### config.mk
export PLATFORM = sky130hd
export DESIGN_NAME = cascade_irq_ctrl
export DESIGN_NICKNAME = d
export VERILOG_FILES = /design/src/rtl/cascade_irq_ctrl.sv
export SDC_FILE = /design/constraint.sdc
export NUM_CORES = 1
export LEC_CHECK = 0
export ABC_CLOCK_PERIOD_IN_PS = 3110
export BUFFER_PORTS_ARGS = -buffer_cell sky130_fd_sc_hd__buf_4
export CAP_MARGIN = 20
export CORE_UTILIZATION = 40
export DETAILED_ROUTE_END_ITERATION = 7
export MAX_ROUTING_LAYER = met4
export PLACE_DENSITY = 0.67
export RECOVER_POWER = 25
export SYNTH_ARGS = -nofsm -noshare
export SYNTH_HDL_FRONTEND = slang
export SYNTH_SLANG_ARGS = --single-unit
### constraint.sdc
create_clock -name clk -period 3.11 [get_ports clk]
set_input_delay 0.4665 -clock clk [delete_from_list [all_inputs] [get_ports clk]]
set_output_delay 0.4665 -clock clk [all_outputs]
set_load 0.1 [all_outputs]
### src/rtl/cascade_irq_ctrl.sv
module cascade_irq_ctrl #(
  parameter int CASC = 2
) (
  input  logic        clk,
  input  logic        rst_n,
  input  logic [15:0] req_i,
  input  logic        mask_we_i,
  input  logic        mask_sel_i,
  input  logic [7:0]  mask_data_i,
  input  logic        ack_i,
  input  logic        eoi_i,
  output logic        intr_o,
  output logic        vec_valid_o,
  output logic [3:0]  vec_o,
  output logic        spur_o
);
  localparam int N = 8;
  localparam logic [3:0]    SPUR_P   = 4'(N - 1);
  localparam logic [3:0]    SPUR_S   = 4'(2 * N - 1);
  localparam logic [2*N-1:0] CASC_BIT = (2*N)'(1) << CASC;

  function automatic logic [N-1:0] at_or_above(input logic [N-1:0] v);
    logic [N-1:0] r;
    r[0] = v[0];
    for (int j = 1; j < N; j++) r[j] = r[j-1] | v[j];
    return r;
  endfunction

  function automatic logic [N-1:0] lowest(input logic [N-1:0] v);
    return v & (~v + N'(1));
  endfunction

  function automatic logic [2:0] enc(input logic [N-1:0] v);
    logic [2:0] r;
    r = '0;
    for (int j = 0; j < N; j++) if (v[j]) r = 3'(j);
    return r;
  endfunction

  logic [2*N-1:0] lvl, irr, isr, rise, keep;
  logic [N-1:0]   mask_p, mask_s;
  logic [N-1:0]   elig_s, elig_p, cand_p, scan_p, pick_p, pick_s;
  logic [N-1:0]   set_p, set_s, clr_p, clr_s, top_p, top_s;
  logic           sec_int, casc_hit, sec_found;

  assign elig_s  = irr[2*N-1:N] & ~mask_s & ~at_or_above(isr[2*N-1:N]);
  assign sec_int = |elig_s;

  always_comb begin
    cand_p       = irr[N-1:0];
    cand_p[CASC] = sec_int;
    scan_p       = req_i[N-1:0];
    scan_p[CASC] = 1'b1;
  end

  assign elig_p = cand_p & ~mask_p & ~at_or_above(isr[N-1:0]);
  assign intr_o = |elig_p;

  assign pick_p    = lowest(elig_p & scan_p);
  assign pick_s    = lowest(elig_s & req_i[2*N-1:N]);
  assign casc_hit  = pick_p[CASC];
  assign sec_found = |pick_s;

  assign set_p = (ack_i && (!casc_hit || sec_found)) ? pick_p : '0;
  assign set_s = (ack_i && casc_hit) ? pick_s : '0;

  assign top_p = lowest(isr[N-1:0]);
  assign top_s = lowest(isr[2*N-1:N]);

  always_comb begin
    clr_p = '0;
    clr_s = '0;
    if (eoi_i) begin
      if (top_p[CASC]) begin
        clr_s = top_s;
        if ((isr[2*N-1:N] & ~top_s) == '0) clr_p = top_p;
      end else begin
        clr_p = top_p;
      end
    end
  end

  assign rise = req_i & ~lvl & ~CASC_BIT;
  assign keep = ack_i ? req_i : '1;

  always_ff @(posedge clk) begin
    if (!rst_n) begin
      lvl         <= '0;
      irr         <= '0;
      isr         <= '0;
      mask_p      <= '0;
      mask_s      <= '0;
      vec_valid_o <= 1'b0;
      vec_o       <= '0;
      spur_o      <= 1'b0;
    end else begin
      lvl <= req_i;
      irr <= (irr & keep & ~{set_s, set_p}) | rise;
      isr <= (isr & ~{clr_s, clr_p}) | {set_s, set_p};
      if (mask_we_i) begin
        if (mask_sel_i) mask_s <= mask_data_i;
        else            mask_p <= mask_data_i;
      end
      vec_valid_o <= ack_i;
      if (ack_i) begin
        if (pick_p == '0) begin
          vec_o  <= SPUR_P;
          spur_o <= 1'b1;
        end else if (casc_hit && !sec_found) begin
          vec_o  <= SPUR_S;
          spur_o <= 1'b1;
        end else if (casc_hit) begin
          vec_o  <= {1'b1, enc(pick_s)};
          spur_o <= 1'b0;
        end else begin
          vec_o  <= {1'b0, enc(pick_p)};
          spur_o <= 1'b0;
        end
      end
    end
  end

  a_r4_valid_after_ack: assert property (@(posedge clk) disable iff (!rst_n)
    ack_i |=> vec_valid_o);
  a_r4_no_valid_without_ack: assert property (@(posedge clk) disable iff (!rst_n)
    !ack_i |=> !vec_valid_o);
  a_r5_spur_codes_only: assert property (@(posedge clk) disable iff (!rst_n)
    (vec_valid_o && spur_o) |-> (vec_o == SPUR_P || vec_o == SPUR_S));
  a_r7_genuine_in_service: assert property (@(posedge clk) disable iff (!rst_n)
    (vec_valid_o && !spur_o) |-> isr[vec_o]);
  a_r9_cascade_tracks_secondary: assert property (@(posedge clk) disable iff (!rst_n)
    isr[CASC] == (|isr[2*N-1:N]));
  a_r12_no_cascade_pending: assert property (@(posedge clk) disable iff (!rst_n)
    !irr[CASC]);
  a_r2_intr_has_source: assert property (@(posedge clk) disable iff (!rst_n)
    intr_o |-> (|(irr & ~{mask_s, mask_p})));
  a_r3_no_pend_while_held: assert property (@(posedge clk) disable iff (!rst_n)
    ((irr & ~$past(irr)) & $past(lvl)) == '0);
endmodule

### Yosys cells after proc, flatten, opt, wreduce, memory -nomap -nowiden

Cells that the tools add are included.
Widths: inputs -> output; s select.

| storage, ports and cells | value |
|---|---|
| memories kept | 0 |
| word-level logic and storage cells | 95 |
| input bits | 30 |
| memory bits (writable) | 0 |
| latch bits | 0 |
| ROM bits | 0 |
| register bits after elaboration | 70 |

| cells by class | value |
|---|---|
| order comparisons | 0 |
| reduce and logical (&&, ||, !) cells | 13 |
| multiplexer cells | 26 |
| div/mod/pow operators | 0 |
| shift-type cells | 0 |
| equality and inequality tests | 0 |
| bitwise operators | 44 |
| $mul | 0 |
| add/sub/neg operators | 4 |

Operators by type and width:

| operator | number |
|---|---|
| $and 8x8->8 | 11 |
| $not 8->8 | 9 |
| $and 16x16->16 | 4 |
| $mux 8 | 7 |
| $not 16->16 | 3 |
| $mux 3 | 11 |
| $add 8x1->8 const B | 4 |
| $or 16x16->16 | 2 |
| $reduce_or 8->1 | 3 |
| $logic_not 8->1 | 2 |
| $mux 16 | 1 |
| $or 1x1->1 | 14 |
| $mux 4 | 3 |
| $mux 1 | 4 |
| $reduce_and 2->1 | 2 |
| $logic_and 1x1->1 | 3 |
| $logic_not 1->1 | 2 |
| $logic_or 1x1->1 | 1 |
| $not 1->1 | 1 |

### Logic depth before layout (Yosys ltp)

| logic depth | value |
|---|---|
| depth after elaboration | 25 |
| mapped depth | 8 |
| mapped depth without buffers | 7 |

### Least setup slack after synthesis

No wires, ideal clock.

| path | value |
|---|---|
| kind | reg-to-output |
| start point | register isr[0] |
| end point | output port intr_o |
| required time | 2.643 ns |
| arrival | 3.004 ns |
| path slack | -0.360 ns |
| cell stages (with the launch flop) | 5 |
| cell sequence | dfxtp_1 -> or4_1 -> buf_2 -> or4_4 -> o2111ai_1 |

| between the ends | value |
|---|---|
| longest elaborated chain between the ends | 10 |

Ends and longest elaborated chain:

| item | line | text |
|---|---|---|
| start, declared | 40 | `logic [2*N-1:0] lvl, irr, isr, rise, keep;` |
| start signal, assigned | 99 | `isr <= (isr & ~{clr_s, clr_p}) \| {set_s, set_p};` |
| $or 1x1->1 (7 in series) | 25 | `for (int j = 1; j < N; j++) r[j] = r[j-1] \| v[j];` |
| $not 8->8 * | 56 | `assign elig_p = cand_p & ~mask_p & ~at_or_above(isr[N-1:0]);` |
| $and 8x8->8 * | 56 |  |
| $reduce_or 8->1 * | 57 | `assign intr_o = \|elig_p;` |
| end, declared | 12 | `output logic intr_o,` |

Mark *: on every way between the ends. The rest lies on a longest branch, timed or not.

### Worst setup path in the final report

Ends and elaborated chain as after synthesis.

==> run summary <==
The post-synthesis cell count is 367. The final period utilization is 93.15%. STA classifies the critical path startpoint as a flip-flop. For this run, the post-layout net count is 430. The tightest min-delay check is of the input pin to flip-flop type. The number of antenna violations at the first check in global routing came out at 0. The register area share after synthesis came out at 42.94%.

The dominant cell type by area after synthesis is sky130_fd_sc_hd__dfxtp_1. The analysis attributes to cell leakage a power of 0.001523 uW. The count of input and output buffers came out at 35. In this run the mean area of a mapped cell was 8.639 sq um. Setup repair after global routing left no endpoint under its margin. In the final timing run, aggregate negative setup slack is 0 ns. The portion of netlist area occupied by mux cells is 2.841%. The detailed-route wire length per cell came out at 15.33 microns. The detailed router's first-iteration violation count came out at 152. In this run the worst path has a maximum fanout of 8. The number of placement rows is 32. The number of cells after detailed placement is 491. After synthesis, the largest family of logic cells by area is simple AND/OR/NAND/NOR gates.

The die footprint is 8286 sq um. The most used flip-flop cell after synthesis is sky130_fd_sc_hd__dfxtp_1. The post-route non-filler standard cell count is 507.

The category of the critical setup timing path is flip-flop to output pin. The met1 usage came out at 23.96%. For this run the aggregate overflow at the end of global routing stands at 0. Setup violations remaining at the end of the flow were counted as 0. Synthesis produced a netlist with a net count of 397. The number of enable-type register cells in the synthesized netlist is 0. The arrival time at the worst endpoint is 2.43 ns.

The initial utilization of the core area, before any placement, comes to 41.24%. The area fraction of the dominant cell type after synthesis came out at 42.94%. The achievable frequency is 0.3452 GHz. Across the run, the number of max-cap violations was 0. The CTS H-tree depth is 3. The post-detailed-route via-to-cell ratio is 5.511. The xor-xnor portion of the synthesized cell area is 0%. Sorting the synthesized cells by area gives the leading types as sky130_fd_sc_hd__dfxtp_1, sky130_fd_sc_hd__nand2_1, sky130_fd_sc_hd__a21boi_0. Clock latency on the worst-skew pair, taken at its later pin, is 0.35 ns. The cell area power density came out at 594.5 nW/um^2. In the global route stage, met3 resource usage came out at 6.030%. Prior to clock tree synthesis, the placed netlist has a worst setup slack of 0.5092 ns.

In this run the clock root is driven by a sky130_fd_sc_hd__clkbuf_8. The kind of capture point of the worst setup path is an output pin. For met2 alone, demand over resource in global routing was 32.32%. The vertical die dimension is 91.03 microns.

In this run the count of I/O pins placed on the die edge is 37. Entering global routing, the biggest net connects 67 pins. The compound-cell area share of the yosys netlist is 20.88%.

The via count of the first global-routing pass came out at 2641. The total wire length is 7774 microns. The post-route netlist has 16.05% of its cells at a drive strength greater than 1. The area of all placed cells without fillers is 3745 sq um. 0 antenna diodes ended up in the layout.

The via count came out at 2794. The first global-routing pass estimated 12690 microns of wire. The aggregate global-route resource usage is 20.21%.

The number of CTS-inserted buffers came out at 9. Of the total synthesized cell area, the portion taken by full adders, half adders and majority gates is 0.6314%. The number of warnings printed during yosys synthesis came out at 0. Of the total synthesized cell area, the portion taken by AND, OR, NAND and NOR gates is 29.32%. The share of the core filled with cells in the final layout came out at 48.71%.

met2 is the most crowded layer. The netlist uses 57 different library cells. The count of unresolved DRC violations after routing is 0. The number of buffers on the longest clock path is 2. The first-pass iteration count of the detailed router is 5.

The die span in x came out at 91.03 microns. The post-route antenna net violation count is 0. The flow ran to the end, and the final reports show no timing, DRC or antenna violations. Setup slack closes at 0.2131 ns. The max-slew violation count is 0. The total of hold buffers inserted after clock tree synthesis came out at 0.

TritonCTS built the clock tree. The number of failing hold endpoints at the final stage is 0. The layout overhead on the synthesized area came out at 18.11%. The post-placement cell area is 3520 sq um. VDD sags by at most 0.0002727 V. Clock tree synthesis found a total of 68 sinks.

At the pin with the least slew margin, the transition time is 0.6177 ns. The placeable core region came out at 7687 sq um. The clock input transition at the sequential cells of the worst setup and hold paths came out at 0.08 ns.

The cell area that synthesis handed to floorplanning was 3171 sq um. The minimum clock period is 2.897 ns. Counting flops with an async set or reset pin after synthesis yields a share of 0%. The final weighted congestion in routability-driven placement is 0.9960.

STA puts the critical path data required time at 2.64 ns. After legalization and detailed placement, the total HPWL measured 5751 microns. After synthesis the netlist holds a flip-flop and latch count of 68. In this run the tightest slew margin relative to its limit is 58.44%. The worst setup skew after layout is 0.01058 ns.
[cell type report]
type	instances	area (sq um)
Tap cell	102	127.6
Sequential cell	68	1361
Clock buffer	11	141.4
Fill cell	780	3943
Inverter	14	52.55
Timing Repair Buffer	36	270.3
Multi-Input combinational cell	271	1717
Clock inverter	5	75.07
[cells by family (layout without fill, tap and decap cells)]
family / after synthesis / count (layout)
AOI/OAI and AO/OA: 98 / 98
adders and majority gates: 2 / 2
buffers and inverters: 28 / 66
DFF: 68 / 68
muxes: 9 / 9
and+or+nand+nor: 162 / 162
[metal layers]
layer / vias to the layer above / wire (microns)
li1: 1390 / -
met1: 1317 / 3503
met2: 74 / 3727
met3: 13 / 371
met4: 0 / 172
met5: - / 0
[state kept, by name, indices dropped and copies added (netlist names)]
name and count:
isr 16, vec_valid_o 1, mask_s 8, lvl 15
spur_o 1, irr 15, mask_p 8, vec_o 4
[synth_stat cells (8+ instances only)]
cell type and n:
sky130_fd_sc_hd__nand2_1 35, sky130_fd_sc_hd__inv_1 13, sky130_fd_sc_hd__nor2_1 17, sky130_fd_sc_hd__nand3_1 19, sky130_fd_sc_hd__o21a_1 10, sky130_fd_sc_hd__mux2i_1 9
sky130_fd_sc_hd__nor2b_1 20, sky130_fd_sc_hd__dfxtp_1 68, sky130_fd_sc_hd__a21oi_1 13, sky130_fd_sc_hd__nand2b_1 8, sky130_fd_sc_hd__and2_1 17, sky130_fd_sc_hd__a21boi_0 17
sky130_fd_sc_hd__clkbuf_1 12, sky130_fd_sc_hd__nor3_1 8, sky130_fd_sc_hd__o21ai_0 24
[metrics by stage]
stage	hold slack [ns]	total power, uW
after floorplan	0.3821	1314
after global placement	0.3863	1438
after detailed placement	0.4032	1443
after CTS	0.3384	2234
after global routing	0.3335	2329
final	0.3462	2226
[final timing paths]
kind | end | slack (ns) | depth (start not counted) | from
worst max-delay path | intr_o | 0.21 | 4 | isr[0]
worst min-delay path | lvl[8] | 0.35 | 3 | req_i[8]
worst max register to register | irr[11] | 0.59 | 7 | isr[8]
worst min register to register | irr[9] | 0.41 | 1 | lvl[9]
[repair_timing]
action | 4_1_cts | 5_1_grt
gates resized for setup | 0 | 2
endpoints found under the setup margin | 0 | 1
buffers inserted | 0 | 0
[power breakdown]
group	switching, uW	total [uW]	internal (uW)
Combinational	304	470	166
Sequential	37.9	964	926
Clock	324	793	469
Total	665	2230	1560
[critical path: stages (launching register included)]
cell	delay, ns
sky130_fd_sc_hd__dfxtp_1	0.37
sky130_fd_sc_hd__or4_1	0.67
sky130_fd_sc_hd__or4_4	0.51
sky130_fd_sc_hd__o2111ai_2	0.22
sky130_fd_sc_hd__buf_4	0.32
[cell usage in the layout, fill, tap and decap left out, types with 10 or more instances in the layout]
cell                       synthesis  final
sky130_fd_sc_hd__o21a_1           10     10
sky130_fd_sc_hd__inv_1            13     13
sky130_fd_sc_hd__clkbuf_8          0     10
sky130_fd_sc_hd__nor2_1           17     17
sky130_fd_sc_hd__a21boi_0         17     17
sky130_fd_sc_hd__dfxtp_1          68     68
sky130_fd_sc_hd__a21oi_1          13     13
sky130_fd_sc_hd__buf_4             0     36
sky130_fd_sc_hd__o21ai_0          24     24
sky130_fd_sc_hd__nor2b_1          20     20
sky130_fd_sc_hd__nand2_1          35     34
sky130_fd_sc_hd__and2_1           17     16
sky130_fd_sc_hd__nand3_1          19     19
(Power assumes the default switching activity.)
